$ cat config.mk
export PLATFORM = sky130hd
export DESIGN_NAME = trig_src_sel
export DESIGN_NICKNAME = d
export VERILOG_FILES = /design/src/rtl/trig_src_pkg.sv /design/src/rtl/trig_cfg_reg.sv /design/src/rtl/trig_mux_edge.sv /design/src/rtl/trig_start_gate.sv /design/src/rtl/trig_src_sel.sv
export SDC_FILE = /design/constraint.sdc
export NUM_CORES = 1
export LEC_CHECK = 0
export BUFFER_PORTS_ARGS = -buffer_cell sky130_fd_sc_hd__buf_4
export CAP_MARGIN = 20
export CORE_AREA = 2 2 39 41
export DETAILED_ROUTE_END_ITERATION = 16
export DIE_AREA = 0 0 41 43
export GPL_ROUTABILITY_DRIVEN = 0
export PLACE_DENSITY = 0.6
export SYNTH_ARGS = -nofsm -noshare
export SYNTH_HDL_FRONTEND = slang
export SYNTH_SLANG_ARGS = --single-unit
$ cat constraint.sdc
create_clock -name clk -period 3.4 [get_ports clk]
set_clock_uncertainty 0.2 [all_clocks]
set_input_delay 0.34 -clock clk [delete_from_list [all_inputs] [get_ports clk]]
set_output_delay 0.34 -clock clk [all_outputs]
set_load 0.01 [all_outputs]
$ cat src/rtl/trig_src_pkg.sv
package trig_src_pkg;
  localparam int unsigned NUM_SRC = 8;
  localparam int unsigned SEL_W   = $clog2(NUM_SRC);
  localparam int unsigned REG_W   = 8;

  typedef logic [SEL_W-1:0] sel_t;
endpackage

$ cat src/rtl/trig_cfg_reg.sv
module trig_cfg_reg
  import trig_src_pkg::*;
#(
  parameter int unsigned REG_WIDTH = REG_W,
  parameter int unsigned FIELD_W   = SEL_W
) (
  input  logic                 clk,
  input  logic                 rst,
  input  logic                 we,
  input  logic [REG_WIDTH-1:0] wdata,
  output logic [FIELD_W-1:0]   sel,
  output logic [REG_WIDTH-1:0] rdata
);
  logic [FIELD_W-1:0] sel_q;

  always_ff @(posedge clk) begin
    if (rst)     sel_q <= '0;
    else if (we) sel_q <= wdata[FIELD_W-1:0];
  end

  assign sel = sel_q;

  for (genvar b = 0; b < REG_WIDTH; b++) begin : g_rd
    if (b < FIELD_W) begin : g_fld
      assign rdata[b] = sel_q[b];
    end else begin : g_rsv
      assign rdata[b] = 1'b0;
    end
  end
endmodule

$ cat src/rtl/trig_mux_edge.sv
module trig_mux_edge
  import trig_src_pkg::*;
#(
  parameter int unsigned N     = NUM_SRC,
  parameter int unsigned SW    = SEL_W
) (
  input  logic          clk,
  input  logic          rst,
  input  logic [N-1:0]  levels,
  input  logic [SW-1:0] sel,
  output logic          rise
);
  logic routed;
  logic routed_q;

  assign routed = levels[sel];

  // refreshed every clock regardless of enable
  always_ff @(posedge clk) begin
    if (rst) routed_q <= 1'b0;
    else     routed_q <= routed;
  end

  assign rise = routed & ~routed_q;
endmodule

$ cat src/rtl/trig_start_gate.sv
module trig_start_gate (
  input  logic clk,
  input  logic rst,
  input  logic rise,
  input  logic enable,
  input  logic busy,
  output logic start
);
  logic start_q;

  always_ff @(posedge clk) begin
    if (rst) start_q <= 1'b0;
    else     start_q <= rise & enable & ~busy;
  end

  assign start = start_q;
endmodule

$ cat src/rtl/trig_src_sel.sv
module trig_src_sel
  import trig_src_pkg::*;
#(
  parameter int unsigned N_SRC = NUM_SRC,
  parameter int unsigned RW    = REG_W,
  localparam int unsigned SW   = $clog2(N_SRC)
) (
  input  logic          clk,
  input  logic          rst,
  input  logic [N_SRC-1:0] flags_i,
  input  logic          cfg_we_i,
  input  logic [RW-1:0] cfg_wdata_i,
  output logic [RW-1:0] cfg_rdata_o,
  input  logic          auto_en_i,
  input  logic          busy_i,
  output logic          start_o
);
  logic [SW-1:0] sel;
  logic          rise;

  trig_cfg_reg #(.REG_WIDTH(RW), .FIELD_W(SW)) u_cfg (
    .clk(clk), .rst(rst), .we(cfg_we_i), .wdata(cfg_wdata_i),
    .sel(sel), .rdata(cfg_rdata_o)
  );

  trig_mux_edge #(.N(N_SRC), .SW(SW)) u_edge (
    .clk(clk), .rst(rst), .levels(flags_i), .sel(sel), .rise(rise)
  );

  trig_start_gate u_gate (
    .clk(clk), .rst(rst), .rise(rise), .enable(auto_en_i),
    .busy(busy_i), .start(start_o)
  );
endmodule

==> results of run 1 <==
-- per-stage QoR --
step	setup slack, ns	util (%)	instances	cell area [um2]	power, uW
after floorplan	1.96	-	34	300	86.1
after global placement	1.84	30.7	64	425	101
after detailed placement	1.84	30.7	64	425	102
after CTS	1.88	32.6	68	452	174
after global routing	1.77	32.6	68	452	184
final	1.87	32.6	68	452	170
-- area by class of cell --
class	count	area share, %
repair buffers	19	31.6
multi-input cells	24	36.0
well taps	16	4.43
flip-flops and latches	5	22.2
clock buffers	4	5.82
-- worst reg2reg max path, stage by stage, from the launching register on --
cell and delay, ns:
dfxtp_1 0.44, nor2b_1 0.08, a2111oi_0 0.56, nor4_1 0.11
-- sequential cells by signal (all words and copies together), names as in the netlist --
signal           count
u_edge.routed_q      1
u_cfg.sel            3
u_gate.start         1
-- worst max-delay path by stage --
stage	cells after the start	to	start
after global placement	4	u_gate.start	flags_i[0]
after CTS	3	u_gate.start	u_cfg.sel[0]
after detailed placement	4	u_gate.start	flags_i[0]
final	3	u_gate.start	u_cfg.sel[0]
after global routing	3	u_edge.routed_q	u_cfg.sel[0]
after floorplan	3	u_gate.start	u_cfg.sel[0]
-- cell families (layout without fill, tap and decap cells) --
kind of cell | count (synthesis) | in the layout
AND/OR/NAND/NOR | 10 | 10
other | 1 | 5
AO/OA/AOI/OAI | 3 | 3
multiplexers | 6 | 6
flip-flops | 5 | 5
buffers and inverters | 5 | 23
-- layout by cell type, fill, tap and decap left out, drive strengths merged --
master   count
buf         19
conb         5
dfxtp        5
clkbuf       4
mux2i        3
nor2         3
mux2         3
nor3b        2
nor4         2
or2b         1
nand2        1
o22ai        1
nor2b        1
a2111oi      1
o221ai       1
-- power breakdown --
part	internal, uW	switching [uW]	total, uW
Sequential	62.7	3.67	66.3
Clock	44.4	24.6	68.9
Combinational	21.6	12.7	34.3
-- cell usage after synthesis --
master     count  area, um2
mux2i_1        3       30.0
a2111oi_0      1       8.76
nor2b_1        1       6.26
nor4_1         2       12.5
mux2_2         3       33.8
nor2_1         3       11.3
buf_4          5       37.5
nor3b_1        2       15.0
or2b_1         1       7.51
dfxtp_1        5        100
o221ai_1       1       8.76
nand2_1        1       3.75
conb_1         1       3.75
o22ai_1        1       6.26
-- metal layers --
layer,wire (um),GRT usage [%]
met1,217,7.40
met5,0,0
met2,326,11.9
met3,78,7.85
met4,0,6.00
==> flow_summary_export.csv, run 1 <==
group,metric,value,unit
setup_path,max_stage_delay,0.56,ns
setup_path,crit_path_start_kind,"register",
finish,fill_cells,160,
drt,via_per_inst,4.03,
setup_path,cp_data_arrival_time,1.43,ns
drt,vias,274,
die,placeableCoreArea,1380,um2
finish,areaGrowthSynthToFinish,58.3,%
sta,slew_headroom,59.3,%
clocking,cts_setup_buffers,0,
clocking,cts_buffers,3,
clocking,post_cts_resized,0,
global_route,grt_max_degree,8,
hold_path,hp-start,"rst",
die,fp.dieH,43,um
power,ir_worst_vdd,0.116,mV
yosys,syn_inst,30,
setup_path,reg2reg_depth,3,
sta,hold_violations,0,
sta,grt_setup_unrepaired,"no",
setup_path,path_delay_family,"compound AO/OA/AOI/OAI gates",
power,powerDensity,375,nW/um2
yosys,syn-cell-area,285,um2
global_route,grt_pass1_vias,246,
global_route,grt-ovfl-total,0,
die,row_count,14,
yosys,synth_compound_area_share,8.33,%
global_route,antenna_found_initial,0,
sta,hold-worst-slack,0.0920,ns
yosys,yosys.area_share.simple,19.7,%
global_route,grt_pass1_wl,910,um
clocking,clock_latency,0.24,ns
setup_path,cp_max_fo,7,
hold_path,min_path_type,"in2reg",
hold_path,hold_path_depth,2,
sta,setup_viol,0,
setup_path,crit_path_top_delay_cell,"a2111oi_0",
drt,drc_errors,0,
drt,first_pass_iters,2,
clocking,cts_max_level,1,
setup_path,reg2reg_slack,1.87,ns
drt,antenna_left,0,
drt,wl_per_cell,9.16,um
setup_path,critPathBufInv,0,
sta,period_needed,1.53,ns
clocking,clk_path_buf_depth,2,
job,maxCapViolCount,0,
clocking,cts_tree,"built",
setup_path,worstReg2RegEnd,"u_gate.start",
sta,period_share,45.1,%
clocking,cts.reportedPaths.clkPinSlew,0.04,ns
setup_path,cp_cell_sequence,"nor2b_1 -> a2111oi_0 -> nor4_1",
die,die-area,1760,um2
sta,worst_pin_slew,0.596,ns
yosys,ys_seq_area_share,35.1,%
setup_path,critPathCaptureType,"register",
sta,fmax,652,MHz
clocking,cts-root-buf,"clkbuf_4",
finish,fin_nets,74,
drt,drt-total-wl,623,um
global_route,grt_usage,8.53,%
die,die_w,41,um
sta,slew_viol_final,0,
setup_path,r2r_start,"u_cfg.sel[0]",
yosys,synth_adder_area_share,0,%
setup_path,setup.worst_path.class,"reg2reg",
clocking,holdBufCountCts,0,
power,leakagePower,0.000213,uW
die,ioPinCount,30,
finish,drive_above_1_share,48.1,%
setup_path,cp.required,3.30,ns
place,port_buffers,19,
hold_path,holdPathEnd,"u_cfg.sel[1]",
yosys,synth_seq_cells,5,
yosys,yosysWarnings,0,
yosys,syn_avg_cell_area,9.51,um2
yosys,muxShareOfSynthArea,22.4,%
run_status,outcome,"finished clean",
clocking,cts_sinks,5,
yosys,synth_xor_xnor_area_share,0,%
die,start_util,20.6,%
sta,fin_setup_tns,0,ns
finish,antenna_cells,0,
drt,drtIter0Drc,2,
yosys,ys_types,14,
finish,seqCellArea,100,um2
yosys,synth_top_family_by_area,"multiplexers",
finish,multi_input_area,163,um2
No activity file was read; power rests on OpenSTA's default activity.
==> run 2: changes to the inputs <==
- clock period: 3.4 -> 1.48 ns (I/O delays scaled with it)
==> run 2 against run 1 <==
- via count increased by 10%
- register-to-register slack worse by 1.8 ns
- combinational power rose to 2.9 times the previous value
- first-iteration DRC count is 100% lower
- cell area increased by 19%
- core utilization increased by 6.2 points
- non-clock buffer count up 9
==> flow_summary_export.csv, run 2 (same netlist as run 1, synthesis figures left out) <==
group,metric,value,unit
job,maxCapViolCount,0,
finish,largest_reg_flops,3,
sta,period_needed,1.38,ns
drt,wl_per_cell,9.16,um
power,leakagePower,0.000253,uW
place,port_buffers,19,
die,ioPinCount,30,
clocking,cts_buffers,3,
place,pre_cts_ws,0.0483,ns
sta,hold_violations,0,
clocking,cts-root-buf,"clkbuf_4",
finish,layout_common_cells,"buf_4, dlygate4sd3_1, conb_1, dfxtp_1",
finish,fin_nets,83,
drt,antenna_left,0,
setup_path,cp_data_arrival_time,1.30,ns
die,fp.dieH,43,um
finish,antenna_cells,0,
clocking,clock_latency,0.25,ns
finish,areaGrowthSynthToFinish,88.6,%
hold_path,min_path_type,"in2reg",
global_route,grt_pass1_vias,249,
drt,drc_errors,0,
drt,vias,302,
setup_path,setup.worst_path.class,"reg2reg",
finish,fill_cells,145,
global_route,grt_pass1_wl,931,um
global_route,grt_usage,8.63,%
setup_path,cp_max_fo,6,
sta,period_share,93.0,%
place,dp_hpwl,512,um
drt,via_per_inst,3.92,
sta,fmax,727,MHz
sta,grt_setup_unrepaired,"no",
drt,first_pass_iters,1,
hold_path,holdPathEnd,"u_gate.start",
die,start_util,20.6,%
power,ir_worst_vdd,0.254,mV
setup_path,r2r_start,"u_cfg.sel[0]",
hold_path,hold_path_depth,4,
global_route,grt_max_degree,7,
sta,slew_viol_final,0,
die,row_count,14,
drt,drtIter0Drc,0,
sta,fin_setup_tns,0,ns
clocking,clk_path_buf_depth,2,
clocking,cts_sinks,5,
power,powerDensity,769,nW/um2
place,post_dp_cell_area,440,um2
die,die-area,1760,um2
setup_path,crit_path_start_kind,"register",
die,die_w,41,um
finish,drive_above_1_share,45.9,%
sta,worst_slack,0.104,ns
finish,final_area,538,um2
run_status,outcome,"finished clean",
global_route,antenna_found_initial,0,
sta,setup_viol,0,
clocking,cts_tree,"built",
clocking,cts_max_level,1,
sta,hold-worst-slack,0.0903,ns
setup_path,cp.required,1.40,ns
setup_path,critPathCaptureType,"register",
setup_path,reg2reg_slack,0.10,ns
drt,drt-total-wl,705,um
hold_path,hp-start,"auto_en_i",
setup_path,reg2reg_depth,3,
setup_path,worstReg2RegEnd,"u_gate.start",
die,placeableCoreArea,1380,um2
finish,final_common_cell,"buf_4",
clocking,cts.reportedPaths.clkPinSlew,0.05,ns
global_route,grt-ovfl-total,0,
finish,utilization,38.9,%
==> run 2: metal layers <==
| metal | part of all wire [%] | track usage, % | vias to the layer above |
|---|---|---|---|
| met5 | 0 | 0 | - |
| met4 | 0 | 6.00 | 0 |
| met3 | 12 | 7.85 | 0 |
| met2 | 51 | 11.6 | 16 |
| met1 | 37 | 8.04 | 126 |
| li1 | - | - | 160 |
==> run 2: worst max-delay path by stage <==
stage / to / cells after the start / from
final: u_gate.start / 3 / u_cfg.sel[0]
after CTS: u_cfg.sel[1] / 4 / rst
after floorplan: u_gate.start / 3 / u_cfg.sel[0]
after global routing: u_gate.start / 3 / u_cfg.sel[0]
after detailed placement: u_gate.start / 3 / u_cfg.sel[0]
after global placement: u_gate.start / 3 / u_cfg.sel[0]
==> run 2: what timing repair did <==
item | CTS | global route
hold buffers | 6 | 2
setup endpoints to repair | 0 | 3
endpoints found under the hold margin | 5 | 1
resized for setup | 0 | 1
buffers inserted | 0 | 0
==> run 2: area by class of cell <==
type / instances / area (um2) / share of cell area, %
Timing Repair Buffer: 28 / 228 / 42.3
Multi-Input combinational cell: 24 / 163 / 30.2
Sequential cell: 5 / 101 / 18.8
Clock buffer: 4 / 26.3 / 4.88
Tap cell: 16 / 20.0 / 3.72
==> run 2: stage by stage <==
stage	instances	total power [uW]
finish	77	414
global route	77	441
CTS	76	421
detailed placement	66	240
global placement	66	239
floorplan	34	198
==> run 2: power by group <==
group          internal, uW  leakage, uW  switching [uW]  total (uW)
logic                  66.8     0.000197            32.8        99.6
registers               144    0.0000416            8.24         152
clock network           102    0.0000150            59.2         161
total                   313     0.000253             100         414
==> run 2: worst max-delay path, cell delays in order, from the launching register on <==
cell and delay [ns]:
dfxtp_2 0.38, mux2_2 0.35, nor3b_1 0.23, nor4_1 0.09
